<file path="config.mk">
export PLATFORM = sky130hd
export DESIGN_NAME = cfg_readback
export DESIGN_NICKNAME = d
export VERILOG_FILES = /design/src/rtl/cfg_readback_pkg.sv /design/src/rtl/cfg_readback_ctrl.sv /design/src/rtl/cfg_readback_dp.sv /design/src/rtl/cfg_readback.sv
export SDC_FILE = /design/constraint.sdc
export NUM_CORES = 1
export LEC_CHECK = 0
export ABC_AREA = 0
export BUFFER_PORTS_ARGS = -buffer_cell sky130_fd_sc_hd__buf_2
export CAP_MARGIN = 40
export CORE_MARGIN = 5
export CORE_UTILIZATION = 23
export CTS_BUF_LIST = sky130_fd_sc_hd__clkbuf_2 sky130_fd_sc_hd__clkbuf_4 sky130_fd_sc_hd__clkbuf_8
export CTS_CLUSTER_DIAMETER = 60
export DETAILED_ROUTE_END_ITERATION = 12
export HOLD_SLACK_MARGIN = 0.03
export SETUP_SLACK_MARGIN = 0.02
export SLEW_MARGIN = 0
export SYNTH_ARGS = -nofsm -noshare
export SYNTH_HDL_FRONTEND = slang
export SYNTH_SLANG_ARGS = --single-unit
</file>
<file path="constraint.sdc">
create_clock -name clk -period 1.2 [get_ports clk]
set_clock_uncertainty 0.2 [all_clocks]
set_input_delay 0.06 -clock clk [delete_from_list [all_inputs] [get_ports clk]]
set_output_delay 0.06 -clock clk [all_outputs]
set_load 0.05 [all_outputs]
</file>
<file path="src/rtl/cfg_readback_pkg.sv">
package cfg_readback_pkg;
  localparam int DATA_W  = 8;
  localparam int ADDR_W  = 16;
  localparam int LOCK_W  = 2;
  localparam int RD_BIT  = 3;
  localparam int PG_BIT  = 0;
  localparam logic [DATA_W-1:0] ARM_VALUE = DATA_W'((1 << RD_BIT) | (1 << PG_BIT));

  typedef struct packed {
    logic captureEn;
    logic useCfg;
    logic pickLock;
  } dpStrobes_t;
endpackage

</file>
<file path="src/rtl/cfg_readback_ctrl.sv">
module cfg_readback_ctrl
  import cfg_readback_pkg::*;
#(
  parameter int LOAD_WIN  = 3,
  parameter int STORE_WIN = 4
) (
  input  logic               clk,
  input  logic               rstN,
  input  logic               regWrEn,
  input  logic [DATA_W-1:0]  regWrData,
  input  logic               loadStrobe,
  input  logic               storeStrobe,
  input  logic [ADDR_W-1:0]  zPtr,
  input  logic               eeBusy,
  output dpStrobes_t         strobes,
  output logic [DATA_W-1:0]  ctrlReg
);
  localparam int WIN = (LOAD_WIN < STORE_WIN) ? LOAD_WIN : STORE_WIN;
  localparam int CW  = $clog2(WIN + 1);

  logic          armed;
  logic [CW-1:0] ageCnt;
  logic          wrAccepted;
  logic          armHit;
  logic          cfgAddr;
  logic          lastAge;

  assign wrAccepted = regWrEn && !eeBusy;
  assign armHit     = (regWrData == ARM_VALUE);
  assign cfgAddr    = (zPtr[ADDR_W-1:1] == '0);
  assign lastAge    = (ageCnt == CW'(WIN - 1));

  always_ff @(posedge clk or negedge rstN) begin
    if (!rstN) begin
      armed  <= 1'b0;
      ageCnt <= '0;
    end else if (wrAccepted) begin
      armed  <= armHit;
      ageCnt <= '0;
    end else if (armed) begin
      if (eeBusy || loadStrobe || storeStrobe || lastAge) begin
        armed  <= 1'b0;
        ageCnt <= '0;
      end else begin
        ageCnt <= ageCnt + CW'(1);
      end
    end
  end

  always_comb begin
    strobes.captureEn = loadStrobe;
    strobes.useCfg    = armed && loadStrobe && !eeBusy && cfgAddr;
    strobes.pickLock  = zPtr[0];
  end

  assign ctrlReg = armed ? ARM_VALUE : '0;


  write_arm_chk: assert property (@(posedge clk) disable iff (!rstN)
    (regWrEn && !eeBusy && regWrData == ARM_VALUE) |=> (ctrlReg == ARM_VALUE));


  ee_block_chk: assert property (@(posedge clk) disable iff (!rstN)
    eeBusy |=> (ctrlReg == '0));


  use_clear_chk: assert property (@(posedge clk) disable iff (!rstN)
    (ctrlReg != '0 && loadStrobe && !regWrEn) |=> (ctrlReg == '0));


  store_clear_chk: assert property (@(posedge clk) disable iff (!rstN)
    (ctrlReg != '0 && storeStrobe && !regWrEn) |=> (ctrlReg == '0));
endmodule

</file>
<file path="src/rtl/cfg_readback_dp.sv">
module cfg_readback_dp
  import cfg_readback_pkg::*;
(
  input  logic               clk,
  input  logic               rstN,
  input  dpStrobes_t         strobes,
  input  logic [DATA_W-1:0]  flashByte,
  input  logic [DATA_W-1:0]  fuseLow,
  input  logic [LOCK_W-1:0]  lockBits,
  output logic [DATA_W-1:0]  loadData
);
  logic [DATA_W-1:0] lockWord;
  logic [DATA_W-1:0] cfgWord;

  assign lockWord = {{(DATA_W-LOCK_W){1'b1}}, lockBits};
  assign cfgWord  = strobes.pickLock ? lockWord : fuseLow;

  always_ff @(posedge clk or negedge rstN) begin
    if (!rstN)                  loadData <= '0;
    else if (strobes.captureEn) loadData <= strobes.useCfg ? cfgWord : flashByte;
  end


  hold_chk: assert property (@(posedge clk) disable iff (!rstN)
    !strobes.captureEn |=> $stable(loadData));


  lock_pad_chk: assert property (@(posedge clk) disable iff (!rstN)
    (strobes.captureEn && strobes.useCfg && strobes.pickLock)
      |=> (loadData[DATA_W-1:LOCK_W] == '1));
endmodule

</file>
<file path="src/rtl/cfg_readback.sv">
module cfg_readback
  import cfg_readback_pkg::*;
#(
  parameter int LOAD_WIN  = 3,
  parameter int STORE_WIN = 4
) (
  input  logic        clk,
  input  logic        rstN,
  input  logic        regWrEn,
  input  logic [7:0]  regWrData,
  input  logic        loadStrobe,
  input  logic        storeStrobe,
  input  logic [15:0] zPtr,
  input  logic        eeBusy,
  input  logic [7:0]  flashByte,
  input  logic [7:0]  fuseLow,
  input  logic [1:0]  lockBits,
  output logic [7:0]  loadData,
  output logic [7:0]  ctrlReg
);
  dpStrobes_t strobes;

  cfg_readback_ctrl #(.LOAD_WIN(LOAD_WIN), .STORE_WIN(STORE_WIN)) ctrl_i (
    .clk(clk), .rstN(rstN), .regWrEn(regWrEn), .regWrData(regWrData),
    .loadStrobe(loadStrobe), .storeStrobe(storeStrobe), .zPtr(zPtr),
    .eeBusy(eeBusy), .strobes(strobes), .ctrlReg(ctrlReg)
  );

  cfg_readback_dp dp_i (
    .clk(clk), .rstN(rstN), .strobes(strobes), .flashByte(flashByte),
    .fuseLow(fuseLow), .lockBits(lockBits), .loadData(loadData)
  );
endmodule

</file>
After elaboration in Yosys (flattened, before gate mapping)
Cells that the tools add are included.
Word-level totals
  register bits: 11
  bits in latches: 0
  bits in writable memories: 0
  ROM bits: 0
  input bits: 48
  output and inout port bits: 16
  logic and storage cells: 25
  memories: 0
Cells by class
  $add $sub $neg: 1
  $mul: 0
  div/mod/pow operators: 0
  $lt $le $gt $ge: 0
  equality and inequality tests: 2
  shift-type cells: 0
  mux-type cells: 9
  bitwise operators: 0
  reduce and logical (&&, ||, !) cells: 10
Operators by type and width (number)
  $mux 8: 2
  $logic_not 15->1: 1
  $eq 8x4->1 const B: 1
  $mux 2: 3
  $logic_and 1x1->1: 4
  $mux 4: 1
  $logic_or 1x1->1: 3
  $mux 1: 3
  $add 2x1->2 const B: 1
  $eq 2x2->1 const B: 1
  $reduce_bool 2->1: 1
  $logic_not 1->1: 1

Logic depth before layout (Yosys ltp)
Gate-level depths: netlist of the first run.
  depth in word-level cells: 6
  gate-level depth with buffers: 6
  depth with buffers taken out: 5

Cells and area by module
A second synthesis of the first run with hierarchy kept.
Unflattened totals
  cells, all modules: 77
  area, all modules: 739.5 um2
Modules (own cells, without submodules)
  cfg_readback_dp: times used 1, cells each 44, area an instance 446.7 um2, sequential area each 200.2 um2
  cfg_readback_ctrl: times used 1, cells each 33, area an instance 292.8 um2, sequential area each 75.1 um2

Worst setup path before layout of the first run
No wires, ideal clock.
  path type: register -> register
  from: reg ctrl_i.armed
  to: reg dp_i.loadData[2]
  setup time: 135 ps
  data arrival time: 1028 ps
  required time: 865 ps
  setup slack: -163 ps
  stages on the path, launching flop included: 5
  path buffers: 0
  period minus slack after synthesis: 1363 ps
  cell sequence: dfrtp_1 nor2b_1 nand2_1 o41ai_1 o22ai_1
On the way
  longest elaborated chain between the ends: 4
Ends and longest elaborated chain
  start, declared: RTL line cfg_readback_ctrl.sv:21  | logic armed;
  start signal, assigned: RTL line cfg_readback_ctrl.sv:38  | armed <= armHit;
  $logic_and 1x1->1 (3 in series): RTL line cfg_readback_ctrl.sv:52  | strobes.useCfg = armed && loadStrobe && !eeBusy && cfgAddr;
  $mux 8: RTL line cfg_readback_dp.sv:20  | else if (strobes.captureEn) loadData <= strobes.useCfg ? cfgWord : flashByte;
  end signal, assigned: RTL line cfg_readback_dp.sv:20
  end, declared: RTL line cfg_readback_dp.sv:10  | output logic [DATA_W-1:0] loadData
Every way passes these cells.
A chain may end at the register's enable or synchronous reset.

Final worst setup path of the first run
  from: reg ctrl_i.armed
  to: reg dp_i.loadData[0]
Same word-level chain as after synthesis.

==> metrics.txt, run 1 <==
# TYPE chip_impl_metric gauge
chip_impl_info{name="worst_setup_path_start_kind",value="flop"} 1
chip_impl_metric{name="track_usage",unit="%"} 13.0
chip_impl_metric{name="die-area",unit="sq um"} 4530
chip_impl_metric{name="drv_cap",unit=""} 0
chip_impl_metric{name="setup_violations",unit=""} 13
chip_impl_metric{name="layout.nets",unit=""} 213
chip_impl_metric{name="min_period",unit="ps"} 1400
chip_impl_metric{name="num_io_pins",unit=""} 64
chip_impl_metric{name="routabilityCongestion",unit=""} 0.734
chip_impl_metric{name="drive_above_1_share",unit="%"} 58.9
chip_impl_metric{name="drt_iter0_drcs",unit=""} 7
chip_impl_metric{name="hold_ws",unit="ps"} -99.7
chip_impl_info{name="run_status",value="complete, but fails checks"} 1
chip_impl_metric{name="floorplan.die.height",unit="um"} 67.3
chip_impl_metric{name="dr.pass1.iters",unit=""} 4
chip_impl_metric{name="worst-r2r-setup-slack",unit="ps"} -200
chip_impl_info{name="hold-path-endpoint",value="dp_i.loadData[4]"} 1
chip_impl_metric{name="worstPathMaxFanout",unit=""} 8
chip_impl_metric{name="power.static_leakage",unit="nW"} 0.713
chip_impl_metric{name="syn_to_final_growth",unit="%"} 96.4
chip_impl_metric{name="worst_path_required",unit="ps"} 1140
chip_impl_metric{name="synth_top_cell_area_share",unit="%"} 36.5
chip_impl_metric{name="antenna_violating_nets_remaining",unit=""} 0
chip_impl_info{name="r2r-end",value="dp_i.loadData[0]"} 1
chip_impl_info{name="hold_path.startpoint",value="fuseLow[4]"} 1
chip_impl_metric{name="dr_total_vias",unit=""} 912
chip_impl_metric{name="fin_ws",unit="ps"} -200
chip_impl_metric{name="fmax",unit="MHz"} 714
chip_impl_info{name="cts_tree",value="done"} 1
chip_impl_info{name="synthTopCellsByArea",value="sky130_fd_sc_hd__dfrtp_1 (36%), sky130_fd_sc_hd__buf_4 (8.0%), sky130_fd_sc_hd__o41ai_1 (7.0%)"} 1
chip_impl_metric{name="powerDensity",unit="nW/um^2"} 740
chip_impl_metric{name="core_area",unit="sq um"} 3100
chip_impl_metric{name="finalHoldViolCount",unit=""} 8
chip_impl_info{name="holdCritPathClass",value="primary input to flop"} 1
chip_impl_metric{name="cts_max_level",unit=""} 1
chip_impl_info{name="timing.critical_path.from",value="ctrl_i.armed"} 1
chip_impl_info{name="critPathKind",value="flop to flop"} 1
chip_impl_metric{name="numPortBuffers",unit=""} 57
chip_impl_metric{name="period_share",unit="%"} 117
chip_impl_metric{name="clock_sinks",unit=""} 11
chip_impl_metric{name="final-max-slew-violation-count",unit=""} 0
chip_impl_metric{name="synth_cells",unit=""} 82
chip_impl_metric{name="synth.ff_latch_count",unit=""} 11
chip_impl_metric{name="ys_types",unit=""} 27
chip_impl_metric{name="diode_insertion_count_for_antenna_repair",unit=""} 0
chip_impl_info{name="worst_setup_path_end_kind",value="flop"} 1
chip_impl_metric{name="power.ir.vdd_worst",unit="uV"} 396
chip_impl_info{name="rr_startpoint",value="ctrl_i.armed"} 1
chip_impl_metric{name="post_synthesis_instance_area",unit="sq um"} 754
chip_impl_metric{name="tritoncts.num_buffers",unit=""} 3
chip_impl_metric{name="worstRegToRegCells",unit=""} 4
chip_impl_info{name="cts.root.buffer_cell",value="sky130_fd_sc_hd__clkbuf_4"} 1
chip_impl_info{name="unrepaired_setup_endpoints_after_global_routing",value="true"} 1
chip_impl_metric{name="chipWidth",unit="um"} 67.3
chip_impl_metric{name="seq_area_frac_synth",unit="%"} 36.5
chip_impl_metric{name="drt_drc_violations_left",unit=""} 0
chip_impl_metric{name="route.detailed.vias_per_inst",unit=""} 4.41
chip_impl_metric{name="grt_max_degree",unit=""} 18
chip_impl_metric{name="grt_pass1_wl",unit="mm"} 4.37
chip_impl_info{name="violations",value="hold timing, setup timing"} 1
chip_impl_metric{name="route.final.wire_length",unit="mm"} 2.78
chip_impl_metric{name="min_delay_path_depth",unit=""} 3
chip_impl_metric{name="antenna_found_initial",unit=""} 0
chip_impl_metric{name="wl_per_cell",unit="um"} 13.4
chip_impl_metric{name="hpwlAfterDp",unit="mm"} 2.08
chip_impl_metric{name="clock_path_buffers",unit=""} 2
chip_impl_metric{name="syn_area_per_cell",unit="sq um"} 9.20
chip_impl_metric{name="globalRoute.totalOverflow",unit=""} 0
chip_impl_metric{name="first_global_vias",unit=""} 949
chip_impl_info{name="synth_area_leader_cell",value="sky130_fd_sc_hd__dfrtp_1"} 1
chip_impl_metric{name="total_power",unit="mW"} 1.10
chip_impl_metric{name="synth_warnings",unit=""} 0
chip_impl_metric{name="fp-row-count",unit=""} 20
chip_impl_metric{name="worst_skew_pair.late_latency",unit="ps"} 270
chip_impl_metric{name="clock_transition_at_path_regs",unit="ps"} 70
chip_impl_metric{name="final.fill_count",unit=""} 302
chip_impl_metric{name="start_util",unit="%"} 24.3
chip_impl_metric{name="critical_path_arrival",unit="ps"} 1340
[layout by cell type (no fill, tap or decap), drive strengths merged]
cell type / n
o22ai: 8
o21ai: 2
buf: 61
dfrtp: 11
conb: 6
o31ai: 2
and3: 1
clkbuf: 9
nor4b: 3
nor2b: 2
and2: 1
ha: 1
a21oi: 8
nand2: 5
mux2: 2
o41ai: 6
nand3: 2
nor2: 1
nor4: 4
inv: 9
dlygate4sd3: 19
[logic make-up after synthesis]
| family | synth area share, % |
|---|---|
| muxes | 2.98 |
| other | 0.497 |
| adders and majority gates | 1.66 |
| AOI/OAI and AO/OA | 22.2 |
| and+or+nand+nor | 19.9 |
| buffers and inverters | 16.3 |
| DFF | 36.5 |
[per-stage QoR]
step	cells	utilization [%]	TNS, ps	setup slack, ps	area [sq um]
floorplan	87	-	-887	-102	890
CTS	205	46.3	-1500	-144	1440
global placement	182	38.1	-2150	-273	1180
finish	207	47.7	-1630	-200	1480
global route	207	47.7	-2550	-275	1480
detailed placement	182	38.1	-2540	-327	1180
[layer usage]
metal  up-vias  global-route usage (%)  part of all wire [%]
li1        449                       -                     -
met1       431                    14.7                    37
met2        26                    23.4                    55
met5         -                       0                     0
met4         0                    6.08                   1.9
met3         6                    2.33                   5.5
[power breakdown]
part / switching (mW) / internal [mW]
Clock: 0.128 / 0.151
Combinational: 0.240 / 0.170
Sequential: 0.0131 / 0.395
Total: 0.381 / 0.716
[Yosys cell counts (all sizes together)]
master,number
nand2,5
o21ai,2
mux2,2
nor2,1
nor4b,3
clkbuf,3
o22ai,8
inv,9
a21oi,8
ha,1
o41ai,6
and3,1
nor4,4
dfrtp,11
nand3,2
o31ai,2
buf,10
conb,1
nor2b,2
and2,1
[flip-flops by register name, summed over array words and instances, names as in the netlist]
signal         count
dp_i.loadData      8
ctrl_i.ageCnt      2
ctrl_i.armed       1
[what timing repair did]
action | in CTS | in global routing
hold buffers | 17 | 2
hold endpoints to repair | 22 | 8
pin swaps | 4 | 6
gates resized for setup | 8 | 9
setup buffers | 2 | 1
setup endpoints to repair | 13 | 28
[worst max path at each step]
stage                             endpoint  slack [ps]  cells past startpoint
after detailed placement  dp_i.loadData[7]        -330                      6
after global placement    dp_i.loadData[3]        -270                      5
final                     dp_i.loadData[0]        -200                      4
after floorplan           dp_i.loadData[2]        -100                      5
after global routing      dp_i.loadData[0]        -270                      4
after CTS                 dp_i.loadData[6]        -140                      4
[worst max-delay path, stage by stage (launching register included)]
cell and delay (ps):
sky130_fd_sc_hd__dfrtp_1 370, sky130_fd_sc_hd__nor2b_4 200, sky130_fd_sc_hd__nand2_4 120, sky130_fd_sc_hd__o31ai_1 260
sky130_fd_sc_hd__o22ai_1 120
[layout make-up]
type / count / area [sq um] / share of cell area (%)
Clock buffer: 4 / 30.0 / 2.03
Multi-Input combinational cell: 54 / 508 / 34.3
Inverter: 9 / 33.8 / 2.28
Sequential cell: 11 / 275 / 18.6
Tap cell: 44 / 55.1 / 3.72
Timing Repair Buffer: 85 / 579 / 39.1
Note: power is estimated with default switching activity, not from simulation.
==> run 2, diff against run 1 <==
CORE_UTILIZATION = 35   (was 23)
PLACE_DENSITY = 0.77   (was unset)
==> run 2 against run 1 <==
The flow still finishes with violations (hold timing, setup timing). Worst setup slack better by 64 ps. Register-to-register slack better by 60 ps. Sequential power about the same. Cell area down 3.5%. Core utilization rose by 24 points. Count of clock-buffer cells in the layout unchanged. Combinational power down 2%. Final cell count is 11% lower.
==> metrics.txt, run 2 (synthesized netlist as in run 1, its figures left out) <==
# TYPE chip_impl_metric gauge
chip_impl_metric{name="grt_pass1_wl",unit="mm"} 4.11
chip_impl_info{name="violations",value="hold timing, setup timing"} 1
chip_impl_metric{name="numPortBuffers",unit=""} 57
chip_impl_info{name="cts_tree",value="done"} 1
chip_impl_metric{name="largest_register_ff_count",unit=""} 8
chip_impl_metric{name="routabilityCongestion",unit=""} 0.818
chip_impl_metric{name="drt_iter0_drcs",unit=""} 18
chip_impl_info{name="grt_most_used_layer",value="met2"} 1
chip_impl_metric{name="start_util",unit="%"} 37.7
chip_impl_info{name="layout_common_cells",value="sky130_fd_sc_hd__buf_2 (52), sky130_fd_sc_hd__dlygate4sd3_1 (12), sky130_fd_sc_hd__dfrtp_1 (11), sky130_fd_sc_hd__inv_1 (9)"} 1
chip_impl_metric{name="finalHoldViolCount",unit=""} 8
chip_impl_metric{name="die-area",unit="sq um"} 3180
chip_impl_metric{name="drt_drc_violations_left",unit=""} 0
chip_impl_info{name="critPathKind",value="flop to flop"} 1
chip_impl_metric{name="drive_above_1_share",unit="%"} 64.3
chip_impl_info{name="run_status",value="complete, but fails checks"} 1
chip_impl_metric{name="globalRoute.totalOverflow",unit=""} 0
chip_impl_metric{name="instances_no_fill",unit=""} 184
chip_impl_metric{name="powerDensity",unit="nW/um^2"} 755
chip_impl_metric{name="worstPathMaxFanout",unit=""} 8
chip_impl_info{name="worst_setup_path_start_kind",value="flop"} 1
chip_impl_metric{name="setup_violations",unit=""} 13
chip_impl_metric{name="fin_ws",unit="ps"} -136
chip_impl_metric{name="period_share",unit="%"} 111
chip_impl_info{name="unrepaired_setup_endpoints_after_global_routing",value="true"} 1
chip_impl_info{name="holdCritPathClass",value="primary input to flop"} 1
chip_impl_metric{name="critical_path_arrival",unit="ps"} 1270
chip_impl_metric{name="power.static_leakage",unit="nW"} 0.706
chip_impl_metric{name="fp-row-count",unit=""} 16
chip_impl_metric{name="gr-usage-met1",unit="%"} 17.9
chip_impl_metric{name="worst_path_required",unit="ps"} 1130
chip_impl_info{name="worst_setup_path_end_kind",value="flop"} 1
chip_impl_metric{name="cts_max_level",unit=""} 1
chip_impl_metric{name="antenna_violating_nets_remaining",unit=""} 0
chip_impl_metric{name="core_area",unit="sq um"} 2000
chip_impl_metric{name="clock_path_buffers",unit=""} 2
chip_impl_metric{name="place_area",unit="sq um"} 1170
chip_impl_metric{name="syn_to_final_growth",unit="%"} 89.4
chip_impl_info{name="largest_register",value="dp_i.loadData"} 1
chip_impl_metric{name="min_delay_path_depth",unit=""} 4
chip_impl_metric{name="first_global_vias",unit=""} 951
chip_impl_info{name="cts.root.buffer_cell",value="sky130_fd_sc_hd__clkbuf_4"} 1
chip_impl_metric{name="power.ir.vdd_worst",unit="uV"} 612
chip_impl_metric{name="grt_max_degree",unit=""} 18
chip_impl_metric{name="route.detailed.vias_per_inst",unit=""} 4.99
chip_impl_metric{name="track_usage",unit="%"} 15.7
chip_impl_metric{name="worst_skew_pair.late_latency",unit="ps"} 260
chip_impl_metric{name="fmax",unit="MHz"} 749
chip_impl_metric{name="diode_insertion_count_for_antenna_repair",unit=""} 0
chip_impl_metric{name="final-max-slew-violation-count",unit=""} 0
chip_impl_metric{name="worstRegToRegCells",unit=""} 4
chip_impl_metric{name="floorplan.die.height",unit="um"} 56.4
chip_impl_metric{name="dp_cells",unit=""} 165
chip_impl_metric{name="total_non_filler_cell_area_in_the_finished_layout",unit="sq um"} 1430
chip_impl_metric{name="hpwlAfterDp",unit="mm"} 1.95
chip_impl_metric{name="dr.pass1.iters",unit=""} 4
chip_impl_metric{name="chipWidth",unit="um"} 56.4
chip_impl_metric{name="num_io_pins",unit=""} 64
chip_impl_metric{name="wl_per_cell",unit="um"} 14.7
chip_impl_metric{name="route.final.wire_length",unit="mm"} 2.70
chip_impl_metric{name="drv_cap",unit=""} 0
chip_impl_metric{name="global_route.usage.met2",unit="%"} 29.2
chip_impl_metric{name="total_power",unit="mW"} 1.08
chip_impl_metric{name="clock_sinks",unit=""} 11
chip_impl_metric{name="dr_total_vias",unit=""} 919
chip_impl_info{name="commonest_non_fill_non_tap_cell_in_the_layout",value="sky130_fd_sc_hd__buf_2"} 1
chip_impl_metric{name="antenna_found_initial",unit=""} 0
chip_impl_metric{name="clock_transition_at_path_regs",unit="ps"} 70
chip_impl_metric{name="tritoncts.num_buffers",unit=""} 3
chip_impl_metric{name="use_met3",unit="%"} 2.06
chip_impl_metric{name="layout.nets",unit=""} 207
chip_impl_info{name="reg_top3",value="dp_i.loadData x8, ctrl_i.ageCnt x2, ctrl_i.armed x1"} 1
chip_impl_metric{name="hold_ws",unit="ps"} -123
chip_impl_metric{name="min_period",unit="ps"} 1340
## run 2: area by class of cell
class / instances / area [sq um]
sequential: 11 / 275
tap: 27 / 33.8
inverter: 9 / 33.8
clock buffer: 4 / 30.0
fill: 146 / 573
timing repair buffer: 79 / 520
multi-input combinational: 54 / 536
## run 2: stage by stage
| stage | setup WS (ps) | setup TNS (ps) | util (%) |
|---|---|---|---|
| final | -136 | -1250 | 71.4 |
| after global placement | -263 | -2080 | 58.7 |
| after CTS | -128 | -904 | 67.2 |
| after floorplan | -102 | -887 | - |
| after detailed placement | -311 | -2420 | 58.7 |
| after global routing | -187 | -1920 | 71.4 |
## run 2: final timing paths
| check | startpoint | slack [ps] | endpoint |
|---|---|---|---|
| worst max-delay path | ctrl_i.armed | -140 | dp_i.loadData[3] |
| worst min-delay path | regWrData[1] | -120 | ctrl_i.armed |
| worst max register to register | ctrl_i.armed | -140 | dp_i.loadData[3] |
| worst min register to register | ctrl_i.ageCnt[1] | 300 | ctrl_i.ageCnt[1] |
| max in group asynchronous | rstN | 120 | ctrl_i.ageCnt[1] |
| min in group asynchronous | rstN | 530 | dp_i.loadData[6] |
## run 2: power by group
part           switching, mW  leakage [nW]  total (mW)  internal [mW]
Clock                  0.121        0.0184       0.271          0.151
Combinational          0.244         0.548       0.400          0.156
Sequential            0.0125         0.139       0.407          0.395
Total                  0.377         0.706        1.08          0.701
## run 2: metal layers
layer / vias up / share of wire (%)
li1: 439 / -
met1: 437 / 38
met2: 37 / 55
met3: 6 / 5.5
met4: 0 / 1.8
met5: - / 0
## run 2: repair_timing
item | 4_1_cts | 5_1_grt
endpoints found under the hold margin | 22 | 8
hold buffers | 11 | 1
buffers inserted | 1 | 2
pin swaps | 11 | 2
gates resized for setup | 6 | 13
endpoints found under the setup margin | 13 | 26
## run 2: critical path, stage by stage, from the launching register on
cell	delay (ps)
sky130_fd_sc_hd__dfrtp_1	360
sky130_fd_sc_hd__nor2b_4	190
sky130_fd_sc_hd__nand2_4	120
sky130_fd_sc_hd__o41ai_2	220
sky130_fd_sc_hd__o22ai_1	120
